<file path="src/rtl/morton_pkg.sv">
// Package: shared constants and types for the Morton address generator.
// Assumes coordinates are at most 16 bits, giving a code twice as wide.
package morton_pkg;

    localparam int COORD_W_DEF = 16;

    // Walker states: idle (never started), walking, finished.
    typedef enum logic [1:0] {
        WALK_IDLE = 2'd0,
        WALK_RUN  = 2'd1,
        WALK_FIN  = 2'd2
    } walk_state_e;

endpackage

</file>
<file path="src/rtl/morton_interleave.sv">
// Module: morton_interleave
// Purely combinational bit interleave. Operand a lands on odd bit
// positions and operand b on even positions, MSB first.
// Assumes CODE_W = 2 * COORD_W.
module morton_interleave #(
    parameter int COORD_W = 16,
    localparam int CODE_W = 2 * COORD_W
) (
    input  logic [COORD_W-1:0] a_in,
    input  logic [COORD_W-1:0] b_in,
    output logic [CODE_W-1:0]  code_out
);

    // One pair of code bits per coordinate bit.
    for (genvar i = 0; i < COORD_W; i++) begin : g_pair
        assign code_out[2*i+1] = a_in[i];
        assign code_out[2*i]   = b_in[i];
    end

endmodule

</file>
<file path="src/rtl/morton_deinterleave.sv">
// Module: morton_deinterleave
// Purely combinational bit gather. Odd-position bits form the high half
// of the result, even-position bits form the low half, in order.
module morton_deinterleave #(
    parameter int COORD_W = 16,
    localparam int CODE_W = 2 * COORD_W
) (
    input  logic [CODE_W-1:0] code_in,
    output logic [CODE_W-1:0] word_out
);

    // Route each code bit to its half.
    for (genvar i = 0; i < COORD_W; i++) begin : g_gather
        assign word_out[COORD_W+i] = code_in[2*i+1];
        assign word_out[i]         = code_in[2*i];
    end

endmodule

</file>
<file path="src/rtl/morton_stepper.sv">
// Module: morton_stepper
// Walks a spread-form index from spread(0) up to the spread bound that it
// is given at start. It steps once per enabled cycle with a masked
// subtract-and-AND. The bound is compared in spread form, which is valid
// because spreading preserves unsigned order.
// Assumes lim_spread already holds only even-position bits.
module morton_stepper #(
    parameter int COORD_W = 16,
    localparam int CODE_W = 2 * COORD_W
) (
    input  logic              clk,
    input  logic              rst_n,
    input  logic              start,
    input  logic [CODE_W-1:0] lim_spread,
    input  logic              enable,
    output logic              valid,
    output logic              done,
    output logic [CODE_W-1:0] idx_spread
);
    import morton_pkg::*;

    localparam logic [CODE_W-1:0] EVEN_MASK = {COORD_W{2'b01}};

    walk_state_e       state_q;
    logic [CODE_W-1:0] idx_q;
    logic [CODE_W-1:0] lim_q;
    logic [CODE_W-1:0] idx_next;
    logic              below;

    // Spread-form compare of the index against the stored bound.
    always_comb below = (idx_q < lim_q);

    // Spread-form increment: subtract the mask, keep the even lanes.
    always_comb idx_next = (idx_q - EVEN_MASK) & EVEN_MASK;

    // Walk state, index and bound registers.
    always_ff @(posedge clk) begin
        if (!rst_n) begin
            state_q <= WALK_IDLE;
            idx_q   <= '0;
            lim_q   <= '0;
        end else if (start) begin
            state_q <= (lim_spread == '0) ? WALK_FIN : WALK_RUN;
            idx_q   <= '0;
            lim_q   <= lim_spread;
        end else if (state_q == WALK_RUN && enable && below) begin
            idx_q   <= idx_next;
            state_q <= (idx_next < lim_q) ? WALK_RUN : WALK_FIN;
        end
    end

    // Output decode: valid only on a live, enabled step.
    always_comb begin
        valid      = (state_q == WALK_RUN) && enable && !start && below;
        done       = (state_q == WALK_FIN);
        idx_spread = idx_q;
    end

endmodule

</file>
<file path="src/rtl/morton_addr_gen.sv">
// Module: morton_addr_gen (top)
// Combinational Morton interleave and de-interleave, and a spread-form
// loop walker. The walker emits row and column operand offsets.
// Its bound is spread through a second interleave, with the bound on
// the even lanes.
module morton_addr_gen #(
    parameter int COORD_W = morton_pkg::COORD_W_DEF,
    localparam int CODE_W = 2 * COORD_W
) (
    input  logic               clk,
    input  logic               rst_n,
    input  logic [COORD_W-1:0] mix_a,
    input  logic [COORD_W-1:0] mix_b,
    output logic [CODE_W-1:0]  mix_code,
    input  logic [CODE_W-1:0]  split_code,
    output logic [CODE_W-1:0]  split_word,
    input  logic               walk_start,
    input  logic [COORD_W-1:0] walk_limit,
    input  logic               walk_en,
    output logic               walk_valid,
    output logic               walk_done,
    output logic [CODE_W-1:0]  row_off,
    output logic [CODE_W-1:0]  col_off
);

    logic [CODE_W-1:0] lim_spread;
    logic [CODE_W-1:0] idx_spread;

    // User-facing interleave path.
    morton_interleave #(.COORD_W(COORD_W)) u_mix (
        .a_in     (mix_a),
        .b_in     (mix_b),
        .code_out (mix_code)
    );

    // User-facing de-interleave path.
    morton_deinterleave #(.COORD_W(COORD_W)) u_split (
        .code_in  (split_code),
        .word_out (split_word)
    );

    // Bound spreading: the bound sits on the even lanes, with a zero partner.
    morton_interleave #(.COORD_W(COORD_W)) u_lim_spread (
        .a_in     ('0),
        .b_in     (walk_limit),
        .code_out (lim_spread)
    );

    // Spread-form loop walker.
    morton_stepper #(.COORD_W(COORD_W)) u_step (
        .clk        (clk),
        .rst_n      (rst_n),
        .start      (walk_start),
        .lim_spread (lim_spread),
        .enable     (walk_en),
        .valid      (walk_valid),
        .done       (walk_done),
        .idx_spread (idx_spread)
    );

    // Column offset is the row offset moved onto the odd lanes.
    always_comb begin
        row_off = idx_spread;
        col_off = {idx_spread[CODE_W-2:0], 1'b0};
    end

endmodule

</file>
<file path="config.mk">
export PLATFORM = sky130hd
export DESIGN_NAME = morton_addr_gen
export DESIGN_NICKNAME = d
export VERILOG_FILES = /design/src/rtl/morton_pkg.sv /design/src/rtl/morton_interleave.sv /design/src/rtl/morton_deinterleave.sv /design/src/rtl/morton_stepper.sv /design/src/rtl/morton_addr_gen.sv
export SDC_FILE = /design/constraint.sdc
export NUM_CORES = 1
export LEC_CHECK = 0
export CORE_ASPECT_RATIO = 0.8
export CORE_MARGIN = 1.5
export CORE_UTILIZATION = 31
export DETAILED_ROUTE_END_ITERATION = 7
export HOLD_SLACK_MARGIN = 0.15
export PLACE_DENSITY = 0.73
export SLEW_MARGIN = 0
export SYNTH_ARGS = -nofsm -noshare
export SYNTH_HDL_FRONTEND = slang
export SYNTH_SLANG_ARGS = --single-unit
</file>
<file path="constraint.sdc">
create_clock -name clk -period 2.4 [get_ports clk]
set_input_delay 0.24 -clock clk [delete_from_list [all_inputs] [get_ports clk]]
set_output_delay 0.24 -clock clk [all_outputs]
set_load 0.05 [all_outputs]
</file>
==> results of run 1 <==
==> cell type report <==
type / instances / area [um2]
clock inverters: 2 / 10.0
clock buffers: 6 / 150
flip-flops and latches: 34 / 724
repair buffers: 86 / 792
inverters: 18 / 67.6
multi-input cells: 242 / 1790
well taps: 136 / 170
fillers: 985 / 6030
==> worst max-delay path, stage by stage (launching register included) <==
cell	delay (ns)
dfxtp_4	0.34
nand4_1	0.14
nor3_2	0.25
and3_4	0.23
nand3_2	0.10
xnor2_1	0.16
ha_1	0.33
nand2_2	0.11
nor4_4	0.28
o311ai_2	0.19
o2111ai_2	0.12
a21bo_1	0.16
a211oi_2	0.06
==> cell families after synthesis <==
family / count (synthesis)
buffers and inverters: 135
AND/OR/NAND/NOR: 94
AO/OA/AOI/OAI: 48
flip-flops: 34
adder cells (fa/ha/maj): 31
XOR/XNOR: 19
multiplexers: 18
other: 1
==> how the worst max path moves through the flow <==
| stage | endpoint | slack, ns |
|---|---|---|
| 2_1_floorplan | u_step.state_q[0]$_SDFFE_PN0P_ | -0.18 |
| 3_3_place_gp | u_step.state_q[0]$_SDFFE_PN0P_ | -0.08 |
| 3_5_place_dp | u_step.state_q[0]$_SDFFE_PN0P_ | -0.19 |
| 4_1_cts | u_step.state_q[0]$_SDFFE_PN0P_ | -0.13 |
| 5_1_grt | u_step.state_q[0]$_SDFFE_PN0P_ | -0.34 |
| 6_report | u_step.state_q[0]$_SDFFE_PN0P_ | -0.20 |
==> layer usage <==
metal / wire (um) / global-route usage [%] / vias to the layer above
li1: - / - / 1169
met1: 3480 / 18.1 / 1160
met2: 3260 / 20.6 / 101
met3: 451 / 3.40 / 10
met4: 88 / 4.94 / 0
met5: 0 / 0 / -
==> state kept, by name (all words and copies together), names as in the netlist <==
name / count
u_step.lim_q: 16
u_step.state_q: 2
u_step.idx_spread: 16
==> synth_stat cells, drive strengths merged (4+ instances only) <==
cell type / number
nor2: 37
nand3: 6
buf: 114
mux2i: 18
nand4: 4
xor2: 11
xnor2: 8
nand2: 24
inv: 17
or4: 5
nor4: 5
a21oi: 13
o21ai: 10
o211ai: 9
ha: 31
a211oi: 6
dfxtp: 34
==> metrics by stage <==
step                      TNS (ns)  hold WS [ns]
after floorplan             -0.346         0.376
after global placement      -0.143         0.476
after detailed placement    -0.371         0.480
after CTS                   -0.239         0.480
after global routing        -0.716         0.480
final                       -0.373         0.480
==> report_power, final <==
group          internal (mW)  leakage [nW]  total, mW  switching (mW)
Combinational          0.107          1.22      0.344           0.237
Clock                  0.443        0.0818      0.690           0.247
Sequential             0.571         0.287      0.582          0.0114
Total                   1.12          1.59       1.62           0.495
==> repair_timing <==
action	4_1_cts	5_1_grt
endpoints found under the setup margin	3	9
hold buffers	0	0
setup buffers	5	2
pin swaps	10	11
resized for setup	4	14
==> flow_summary.ini, run 1 <==
[run_status]
status = finished, violations left
violations = negative setup slack

[hold_path]
hold_start = mix_a[14]
whs_endpoint = mix_code[29]
hp-class = in -> out
hold_depth = 0

[floorplanning]
die_area_mm2 = 0.0107
core_area_mm2 = 0.00973
start_util_pct = 32.2
die_w_um = 115
rows = 32
die_height_um = 92.9
num_io_pins = 214

[critical_path]
endpoint_kind = register
timing.rr.end = u_step.state_q[0]$_SDFFE_PN0P_
critPathLaunch = u_step.idx_spread[14]$_SDFFE_PP0P_
cp.arrival_ns = 2.74
path_class = reg -> reg
ff2ff_path_depth = 12
reg2reg_slack_ns = -0.20
worst_ep_required_time_ns = 2.54
cp_max_fo = 3
r2r_start = u_step.idx_spread[14]$_SDFFE_PP0P_
crit_path_start_kind = register

[sta]
drv_slew = 0
setup_viol = 2
timing.final.crit_share_pct = 108
final_hold_viol_count = 0
fin_ws_ns = -0.197
skew_ns = 0.00248
slew-limit-headroom_pct = 58.6
tightest_slew_ns = 0.615
fin_crit_ns = 2.60
max_clock_freq_ghz = 0.385
rsz0062_at_grt = true

[place]
place_area_mm2 = 0.00339
pre_cts_ws_ns = -0.187
port_buffers = 53
placed_cells = 509
dp_hpwl_um = 5720
gp_congestion = 0.962

[global_route]
grt_antenna_before_repair = 0
grt_overflow = 0
grt_max_degree = 21
grt_use_total_pct = 13.4
grt_pass1_vias = 2304
grt_pass1_wl_um = 11300

[run]
drv_cap = 0

[yosys]
synth_edf_count = 0
ys_seq_elements = 34
muxShareOfSynthArea_pct = 5.75
synth_ff_type = dfxtp_1
synth_area_leaders = buf_4 27%, dfxtp_1 22%, ha_1 12%
yosysSeqAreaShare_pct = 21.7
yosys.area_share.xor_xnor_pct = 5.31
yosys_warnings = 0
ys_types = 45
netlist_area_mm2 = 0.00313
yosys.area.top_type = buf_4
syn_avg_cell_area_um2 = 8.25
syn_inst = 380
synth_compound_area_share_pct = 10.1
async_reset_ff_share_pct = 0
synth_top_area_share_pct = 26.8
synth_fa_ha_area_share_pct = 12.4
synth_top_family_by_area = buffers and inverters
synthSimpleGateAreaFrac_pct = 15.0

[final_layout]
areaGrowthSynthToFinish_pct = 18.1
final_area_mm2 = 0.00370
mostFrequentLayoutCells = 52 x clkdlybuf4s50_1, 33 x nor2_1, 32 x conb_1, 32 x buf_4, 29 x ha_1
fin_util_pct = 38.0
nets = 502
fin_cells = 524
drive_gt1_share_pct = 22.4
mostFrequentLayoutCell = clkdlybuf4s50_1
insertedDiodeCount = 0

[power]
power.leakage_nw = 1.59
irDropWorstVdd_v = 0.000266
p_total_mw = 1.62
powerDensity_mw_per_mm2 = 437

[routing]
final_antenna_net_count = 0
first_pass_iters = 4
wirelength_um = 7270
vias = 2440
via_per_inst = 4.66
drt_iter0_drc = 131
wl_per_cell_um = 13.9
drc = 0

[clock_tree]
cts.clk_slew.worst_paths_ns = 0.05
cts-root-buf = clkbuf_16
clk_path_buf_depth = 2
clk_latency_ns = 0.28
htreeDepth = 2
cts_made_buffers = 5
cts_tree = built
cts.sinks = 34
Note: power is estimated with default switching activity, not from simulation.
==> run 2: changes to the inputs <==
- TNS_END_PERCENT: default -> 100
==> results of run 2 <==
No change in the layout: final DEF, timing and power equal those of run 1.
